$ cat src/rtl/adc_host_if_pkg.sv
package adc_host_if_pkg;
  typedef struct packed {
    logic startAccept;  // conversion accepted this cycle: hold the sample
    logic finish;       // last busy cycle: publish the held sample
  } ctrlStrobes_t;
endpackage

$ cat src/rtl/adc_host_ctrl.sv
module adc_host_ctrl
  import adc_host_if_pkg::*;
#(
  parameter int CONV_CYCLES = 16
) (
  input  logic         clk,
  input  logic         rstN,
  input  logic         startN,
  input  logic         chipSelN,
  input  logic         eocEnN,
  input  logic         syncMode,
  output ctrlStrobes_t strobes,
  output logic         eocOut,
  output logic         eocOe
);
  localparam int CNT_W = $clog2(CONV_CYCLES + 1);

  logic             startQual;
  logic             startQualPrev;
  logic             busy;
  logic [CNT_W-1:0] remaining;
  logic             eocEnQual;

  // In sync mode chip-select gates the start request; otherwise it is free.
  assign startQual = !startN && (!syncMode || !chipSelN);
  assign eocEnQual = !eocEnN && (!syncMode || !chipSelN);

  assign strobes.startAccept = startQual && !startQualPrev && !busy;
  assign strobes.finish      = busy && (remaining == CNT_W'(1));

  always_ff @(posedge clk or negedge rstN) begin
    if (!rstN) begin
      startQualPrev <= 1'b0;
      busy          <= 1'b0;
      remaining     <= '0;
    end else begin
      startQualPrev <= startQual;
      if (strobes.startAccept) begin
        busy      <= 1'b1;
        remaining <= CNT_W'(CONV_CYCLES);
      end else if (strobes.finish) begin
        busy      <= 1'b0;
        remaining <= '0;
      end else if (busy) begin
        remaining <= remaining - CNT_W'(1);
      end
    end
  end

  // Sync mode drives both levels. Async mode only ever pulls low.
  always_comb begin
    if (syncMode) begin
      eocOe  = eocEnQual;
      eocOut = !busy;
    end else begin
      eocOe  = eocEnQual && busy;
      eocOut = 1'b0;
    end
  end

  AST_START_ONLY_IDLE: assert property (@(posedge clk) disable iff (!rstN)
    strobes.startAccept |-> !busy);
  AST_BUSY_AFTER_START: assert property (@(posedge clk) disable iff (!rstN)
    strobes.startAccept |=> (busy && !eocOut) || !syncMode || !eocOe);
  AST_OPEN_DRAIN: assert property (@(posedge clk) disable iff (!rstN)
    (!syncMode && eocOe) |-> !eocOut);
  AST_EOC_NEEDS_ENABLE: assert property (@(posedge clk) disable iff (!rstN)
    eocOe |-> !eocEnN);
  AST_SYNC_CS_GATE: assert property (@(posedge clk) disable iff (!rstN)
    (syncMode && eocOe) |-> !chipSelN);
endmodule

$ cat src/rtl/adc_host_datapath.sv
module adc_host_datapath
  import adc_host_if_pkg::*;
#(
  parameter int DATA_W = 12,
  parameter int BYTE_W = 8
) (
  input  logic              clk,
  input  logic              rstN,
  input  ctrlStrobes_t      strobes,
  input  logic [DATA_W-1:0] convData,
  input  logic              chipSelN,
  input  logic              outEnN,
  input  logic              fmt12,
  input  logic              rightJust,
  input  logic              byteSel,
  input  logic              bipolar,
  output logic [DATA_W-1:0] dataOut,
  output logic [DATA_W-1:0] dataOe
);
  localparam int FIELD_W = 2 * BYTE_W;
  localparam int PAD_W   = FIELD_W - DATA_W;
  localparam int LOW_W   = DATA_W - BYTE_W;

  logic [DATA_W-1:0]  holdReg;
  logic [DATA_W-1:0]  resultReg;
  logic [DATA_W-1:0]  coded;
  logic [FIELD_W-1:0] field;
  logic [BYTE_W-1:0]  byteVal;
  logic               readEn;

  always_ff @(posedge clk or negedge rstN) begin
    if (!rstN) begin
      holdReg   <= '0;
      resultReg <= '0;
    end else begin
      if (strobes.startAccept) holdReg <= convData;
      if (strobes.finish)      resultReg <= holdReg;
    end
  end

  // Twos complement of an offset-binary sample: invert the top bit.
  assign coded = bipolar ? {~resultReg[DATA_W-1], resultReg[DATA_W-2:0]} : resultReg;

  always_comb begin
    if (rightJust) field = {{PAD_W{bipolar & coded[DATA_W-1]}}, coded};
    else           field = {coded, {PAD_W{1'b0}}};
  end

  assign byteVal = byteSel ? field[BYTE_W-1:0] : field[FIELD_W-1:BYTE_W];
  assign readEn  = !outEnN && !chipSelN;

  always_comb begin
    if (!readEn) begin
      dataOut = '0;
      dataOe  = '0;
    end else if (fmt12) begin
      dataOut = coded;
      dataOe  = '1;
    end else begin
      dataOut = {byteVal, {LOW_W{1'b0}}};
      dataOe  = {{BYTE_W{1'b1}}, {LOW_W{1'b0}}};
    end
  end

  AST_READ_GATED: assert property (@(posedge clk) disable iff (!rstN)
    (|dataOe) |-> (!outEnN && !chipSelN));
  AST_RESULT_HELD: assert property (@(posedge clk) disable iff (!rstN)
    !strobes.finish |=> $stable(resultReg));
  AST_BYTE_LOW_FLOAT: assert property (@(posedge clk) disable iff (!rstN)
    (!fmt12 && !outEnN && !chipSelN) |-> (dataOe[LOW_W-1:0] == '0 && $countones(dataOe) == BYTE_W));
endmodule

$ cat src/rtl/adc_host_if.sv
module adc_host_if
  import adc_host_if_pkg::*;
#(
  parameter int DATA_W      = 12,
  parameter int BYTE_W      = 8,
  parameter int CONV_CYCLES = 16
) (
  input  logic              clk,
  input  logic              rstN,
  input  logic              startN,
  input  logic              chipSelN,
  input  logic              outEnN,
  input  logic              eocEnN,
  input  logic              syncMode,
  input  logic              fmt12,
  input  logic              rightJust,
  input  logic              byteSel,
  input  logic              bipolar,
  input  logic [DATA_W-1:0] convData,
  output logic [DATA_W-1:0] dataOut,
  output logic [DATA_W-1:0] dataOe,
  output logic              eocOut,
  output logic              eocOe
);
  ctrlStrobes_t strobes;

  adc_host_ctrl #(.CONV_CYCLES(CONV_CYCLES)) ctrl_i (
    .clk(clk), .rstN(rstN), .startN(startN), .chipSelN(chipSelN),
    .eocEnN(eocEnN), .syncMode(syncMode), .strobes(strobes),
    .eocOut(eocOut), .eocOe(eocOe)
  );

  adc_host_datapath #(.DATA_W(DATA_W), .BYTE_W(BYTE_W)) dp_i (
    .clk(clk), .rstN(rstN), .strobes(strobes), .convData(convData),
    .chipSelN(chipSelN), .outEnN(outEnN), .fmt12(fmt12),
    .rightJust(rightJust), .byteSel(byteSel), .bipolar(bipolar),
    .dataOut(dataOut), .dataOe(dataOe)
  );
endmodule

$ cat config.mk
export PLATFORM = sky130hd
export DESIGN_NAME = adc_host_if
export DESIGN_NICKNAME = d
export VERILOG_FILES = /design/src/rtl/adc_host_if_pkg.sv /design/src/rtl/adc_host_ctrl.sv /design/src/rtl/adc_host_datapath.sv /design/src/rtl/adc_host_if.sv
export SDC_FILE = /design/constraint.sdc
export NUM_CORES = 1
export LEC_CHECK = 0
export BUFFER_PORTS_ARGS = -buffer_cell sky130_fd_sc_hd__buf_2
export CORE_MARGIN = 5
export CORE_UTILIZATION = 51
export CTS_CLUSTER_SIZE = 12
export DETAILED_ROUTE_END_ITERATION = 8
export PLACE_DENSITY_LB_ADDON = 0.3
export RECOVER_POWER = 50
export SETUP_SLACK_MARGIN = 0.5
export SLEW_MARGIN = 10
export SYNTH_ARGS = -nofsm -noshare
export SYNTH_HDL_FRONTEND = slang
export SYNTH_SLANG_ARGS = --single-unit
$ cat constraint.sdc
create_clock -name clk -period 1.65 [get_ports clk]
set_input_delay 0.165 -clock clk [delete_from_list [all_inputs] [get_ports clk]]
set_output_delay 0.165 -clock clk [all_outputs]
set_load 0.02 [all_outputs]
==> results of run 1 <==
-- cell usage after synthesis (2+ instances only) --
library cell  number
a22oi_1            3
nor2b_1            3
buf_4             11
dfrtp_1           31
a22o_1             2
nor2_1             8
buf_2              3
buf_6              2
o22a_1             2
o2bb2ai_1          2
or2_2              2
ha_1               3
a21oi_1            4
nor3_1             2
a31oi_1            2
inv_1              6
and3_1             5
nand2_1            2
nand3b_1           2
mux2_4             8
mux2_2            20
o21ai_0            2
a211o_1            2
a211oi_2           2
-- registers in the layout, indices dropped and copies added (netlist names) --
signal and cells:
ctrl_i.startQualPrev 1, ctrl_i.busy 1, dp_i.holdReg 12, ctrl_i.remaining 5, dp_i.resultReg 12
-- layer usage --
layer	vias to the layer above	routed length [um]	global-route usage
met5	-	0	0
met4	0	140	0.104
met3	13	280	0.0591
met2	60	3280	0.421
met1	781	2260	0.264
li1	682	-	-
-- worst max path at each step --
stage | cells after the start | startpoint | endpoint
floorplan | 5 | ctrl_i.remaining[3] | dp_i.resultReg[10]
global placement | 5 | byteSel | dataOut[10]
detailed placement | 5 | ctrl_i.remaining[1] | dp_i.resultReg[2]
CTS | 6 | dp_i.resultReg[11] | dataOut[10]
global route | 4 | dp_i.resultReg[2] | dataOut[10]
finish | 4 | dp_i.resultReg[10] | dataOut[10]
-- what timing repair did --
action,4_1_cts,5_1_grt
endpoints found under the hold margin,32,0
hold buffers,3,0
gates resized for setup,81,30
buffers inserted,23,19
endpoints found under the setup margin,45,48
gates cloned,2,0
pin swaps,21,12
-- worst register-to-register path, cell delays in order (launching register included) --
cell,delay [ns]
dfrtp_2,0.45
nor3_4,0.22
and3_4,0.26
buf_6,0.12
buf_12,0.12
mux2_4,0.32
-- metrics by stage --
step	hold WS, ns	setup TNS, ns	power, uW
detailed placement	0.230	0	2680
CTS	0.0499	-0.335	3790
finish	0.0699	-0.437	4400
global route	0.0606	-0.727	4590
global placement	0.232	0	2570
floorplan	-0.131	0	2350
-- layout make-up --
| type | instances | area, um^2 |
|---|---|---|
| Clock buffer | 6 | 51.3 |
| Clock inverter | 1 | 5.00 |
| Fill cell | 152 | 437 |
| Inverter | 6 | 32.5 |
| Multi-Input combinational cell | 90 | 1090 |
| Sequential cell | 31 | 779 |
| Tap cell | 46 | 57.6 |
| Timing Repair Buffer | 97 | 858 |
-- cell families (layout without fill, tap and decap cells) --
kind of cell / count (synthesis) / in the layout / share of synthesized area
buf+inv: 23 / 110 / 0.0945
xor+xnor: 1 / 1 / 0.00509
simple gates: 30 / 30 / 0.100
fa+ha+maj: 3 / 3 / 0.0218
compound gates: 27 / 27 / 0.121
flops: 31 / 31 / 0.451
mux: 29 / 29 / 0.207
-- power by group through the flow --
stage          clock (uW)  sequential [uW]  combinational (uW)
3_5_place_dp            0             1450                1230
5_1_grt               492             1500                2610
4_1_cts               453             1400                1940
3_3_place_gp            0             1420                1150
6_report              448             1470                2490
2_1_floorplan           0             1320                1030
==> impl_metrics.toml, run 1 <==
[layout]
antenna_cells = 0
mostFrequentLayoutCells = "34 x buf_6, 28 x mux2_4, 28 x dfrtp_1"
final_cells = 277
drive_gt1_frac = 0.732
post-route-util = 0.868
layout_commonest_cell = "buf_6"
design_area_um2 = 2870
fin_nets = 257
syn2layout_area_growth_pct = 67.1

[setup_path]
path_cells = "mux2_4 -> or2_4 -> a32o_2 -> buf_6"
path_buf_inv = 1
slowest_delay_ns = 0.43
critPathMaxFanout = 2
cp.required_ns = 1.48
worstSetupPathType = "reg -> out"
rrSetupSlack_ns = 0.05
endpoint_kind = "output pin"
cp-start-kind = "flip-flop"
reg2reg_from = "ctrl_i.remaining[3]"
ff2ff_path_depth = 5
worstPathArrival_ns = 1.67
cp_top_family = "flip-flops"
rr_endpoint = "dp_i.resultReg[3]"
critPathSlowestCell = "dfrtp_1"

[run_status]
violations = "setup timing"
status = "finished, violations left"

[logic_synthesis]
synth_edf_count = 0
ys_seq_elements = 31
async_reset_ff_frac = 1.00
synthCells = 144
yosys_warnings = 0
syn_nets = 170
yosysTopAreaCell = "dfrtp_1"
netlist_top_cells_area = "dfrtp_1 45%, mux2_2 13%, mux2_4 7.0%"
syn_area_per_cell_um2 = 11.9
synth_top_area_share = 0.451
synth_cell_type_count = 39
synthFlopType = "dfrtp_1"
yosysSeqAreaShare = 0.451
syn_area_um2 = 1720

[sta]
rsz0062_at_grt = "yes"
layout_setup_ws_ns = -0.186
slew_headroom = 0.504
period_minus_slack_ns = 1.84
report.final.setup_viol = 4
hold_viol = 0
drv_slew = 0
finClkSkew_ns = 0.00841
worst_pin_slew_ns = 0.744
period_share = 1.11
fmax_mhz = 545

[power_and_ir_drop]
combPwrFrac = 0.565
p_per_area_nw_per_um2 = 1530
p_sw_uw = 1600
p_seq_frac = 0.333
netSwitchingFraction = 0.362
peakVddDrop_mv = 1.04
clkPwrFrac = 0.102
p_int_uw = 2810
p_leak_uw = 0.00132

[global_routing]
grt_usage = 0.236
grt_pass1_vias = 1527
grt_pass1_wl_mm = 7.78
antenna_found_initial = 0
grt_max_degree = 32
overflow = 0

[detailed_routing]
drtIter0Drc = 98
wl_mm = 5.96
first_pass_iters = 4
avgRoutedWirePerCell_um = 21.5
vias = 1536
ant_nets = 0
via_per_inst = 5.55
post-route-drc-count = 0

[clock_tree]
cts_sinks = 31
cts_tree = "built"
cts-root-buf = "clkbuf_4"
cts_buffers = 5
insertion_delay_ns = 0.32
clk_pin_slew_ns = 0.10
htree_levels = 2
cts.path.max_buffers = 2

[placement]
place_ws_ns = 0.0868
numPortBuffers = 48
placed_area_um2 = 2000
hpwlAfterDp_mm = 2.78
routabilityCongestion = 0.826
dpl.cell_count = 223

[worst_hold_path]
hold_start = "convData[1]"
hp-class = "in -> reg"
whs_endpoint = "dp_i.holdReg[1]"
min_path_cells = 2

[floorplanning]
die_w_um = 68.1
start_util = 0.520
core_um2 = 3310
die_area_um2 = 4630
num_rows = 21
ios = 49
die_h_um = 68.1

[job]
cap_violations = 0
(Power assumes the default switching activity.)
==> run 2, diff against run 1 <==
--- a/config.mk
+++ b/config.mk
@@ -10,6 +10,7 @@
 export CORE_UTILIZATION = 51
 export CTS_CLUSTER_SIZE = 12
 export DETAILED_ROUTE_END_ITERATION = 8
+export MAX_ROUTING_LAYER = met4
 export PLACE_DENSITY_LB_ADDON = 0.3
 export RECOVER_POWER = 50
 export SETUP_SLACK_MARGIN = 0.5
==> run 2 against run 1 <==
The run still ends with setup timing left. Critical path depth did not move. Via count rose by 0.85%. Total power rose by 0.10%. Global-route usage rose by 0.64 points. Combinational power barely moved. Utilization did not move. Largest cell class unchanged. Cell area did not move. Largest power group unchanged.
==> impl_metrics.toml, run 2 (synthesized netlist as in run 1, its figures left out) <==
[setup_path]
critPathMaxFanout = 2
cp.required_ns = 1.48
endpoint_kind = "output pin"
worstPathArrival_ns = 1.67
reg2reg_from = "ctrl_i.remaining[3]"
worstSetupPathType = "reg -> out"
cp-start-kind = "flip-flop"
startpoint = "dp_i.resultReg[2]"

[detailed_routing]
ant_nets = 0
drtIter0Drc = 106
vias = 1549
wl_mm = 5.98
via_per_inst = 5.59
first_pass_iters = 4
avgRoutedWirePerCell_um = 21.6
post-route-drc-count = 0

[clock_tree]
htree_levels = 2
clk_pin_slew_ns = 0.10
cts_sinks = 31
cts_tree = "built"
cts.path.max_buffers = 2
insertion_delay_ns = 0.33
cts-root-buf = "clkbuf_4"
cts_buffers = 5

[layout]
reg.largest.list = "dp_i.holdReg: 12 flops, dp_i.resultReg: 12 flops, ctrl_i.remaining: 5 flops"
drive_gt1_frac = 0.732
syn2layout_area_growth_pct = 67.1
mostFrequentLayoutCells = "34 x buf_6, 28 x mux2_4, 28 x dfrtp_1"
fin_nets = 257
post-route-util = 0.868
fill_cells = 152
layout_commonest_cell = "buf_6"
antenna_cells = 0

[global_routing]
antenna_found_initial = 0
grt_pass1_wl_mm = 7.78
overflow = 0
grt_max_degree = 32
grt_pass1_vias = 1523
grt_usage = 0.243

[worst_hold_path]
hp-class = "in -> reg"
hold_start = "convData[1]"

[placement]
routabilityCongestion = 0.838
hpwlAfterDp_mm = 2.78
numPortBuffers = 48

[floorplanning]
start_util = 0.520
die_area_um2 = 4630
num_rows = 21
core_um2 = 3310
die_w_um = 68.1
die_h_um = 68.1
ios = 49

[power_and_ir_drop]
peakVddDrop_mv = 1.05
p_leak_uw = 0.00132
power_uw = 4410
p_per_area_nw_per_um2 = 1530
combPwrFrac = 0.564
p_sw_uw = 1600
netSwitchingFraction = 0.363
p_seq_frac = 0.332
p_int_uw = 2810
clkPwrFrac = 0.104

[sta]
rsz0062_at_grt = "yes"
drv_slew = 0
period_minus_slack_ns = 1.84
fmax_mhz = 545
report.final.setup_viol = 5
slew_headroom = 0.496
finClkSkew_ns = 0.0110
worst_pin_slew_ns = 0.756
period_share = 1.11
hold_viol = 0
layout_setup_ws_ns = -0.186

[run_status]
violations = "setup timing"
status = "finished, violations left"

[job]
cap_violations = 0
run 2: cell counts in the layout (fill, tap and decap cells not counted):
No cell type changed its count.
run 2: path summary, 6_finish.rpt:
| path | slack, ns | depth (start not counted) | end |
|---|---|---|---|
| setup / recovery | -0.19 | 4 | dataOut[10] |
| hold / removal | 0.06 | 2 | dp_i.holdReg[1] |
| setup reg to reg | 0.04 | 5 | dp_i.resultReg[3] |
| hold reg to reg | 0.53 | 1 | dp_i.resultReg[4] |
| max in group asynchronous | 0.70 | 2 | ctrl_i.busy |
| min in group asynchronous | 0.42 | 2 | ctrl_i.remaining[0] |
run 2: layout make-up:
class,count,area [um^2],area share
Multi-Input combinational cell,90,1090,0.379
Timing Repair Buffer,97,858,0.299
Sequential cell,31,779,0.271
Tap cell,46,57.6,0.0200
Clock buffer,6,51.3,0.0178
Inverter,6,32.5,0.0113
Clock inverter,1,5.00,0.00174
run 2: worst max-delay path, cell delays in order, from the launching register on:
cell,delay [ns]
dfrtp_1,0.43
mux2_4,0.30
or2_4,0.23
a32o_2,0.25
buf_6,0.13
run 2: metal layers:
layer | track usage | up-vias | share of wire
li1 | - | 680 | -
met1 | 0.262 | 791 | 0.37
met2 | 0.422 | 67 | 0.55
met3 | 0.0591 | 11 | 0.059
met4 | 0.104 | 0 | 0.021
met5 | - | - | 0
run 2: metrics by stage:
| step | TNS (ns) | area, um^2 | hold slack [ns] | cells | worst slack (ns) |
|---|---|---|---|---|---|
| 2_1_floorplan | 0 | 1820 | -0.131 | 144 | 0.216 |
| 3_3_place_gp | 0 | 2000 | 0.232 | 223 | 0.154 |
| 3_5_place_dp | 0 | 2000 | 0.230 | 223 | 0.0868 |
| 4_1_cts | -0.335 | 2590 | 0.0499 | 258 | -0.125 |
| 5_1_grt | -0.715 | 2870 | 0.0606 | 277 | -0.212 |
| 6_report | -0.469 | 2870 | 0.0635 | 277 | -0.186 |
run 2: repair_timing:
item                                   4_1_cts  5_1_grt
setup endpoints to repair                   45       48
resized for setup                           81       30
gates cloned                                 2        0
endpoints found under the hold margin       32        0
setup buffers                               23       19
pin swaps                                   21       12
hold buffers                                 3        0
run 2: power by group through the flow:
stage                     sequential, uW  clock [uW]  combinational (uW)
after floorplan                     1320           0                1030
after global placement              1420           0                1150
after detailed placement            1450           0                1230
after CTS                           1400         453                1940
after global routing                1500         490                2610
final                               1460         458                2490
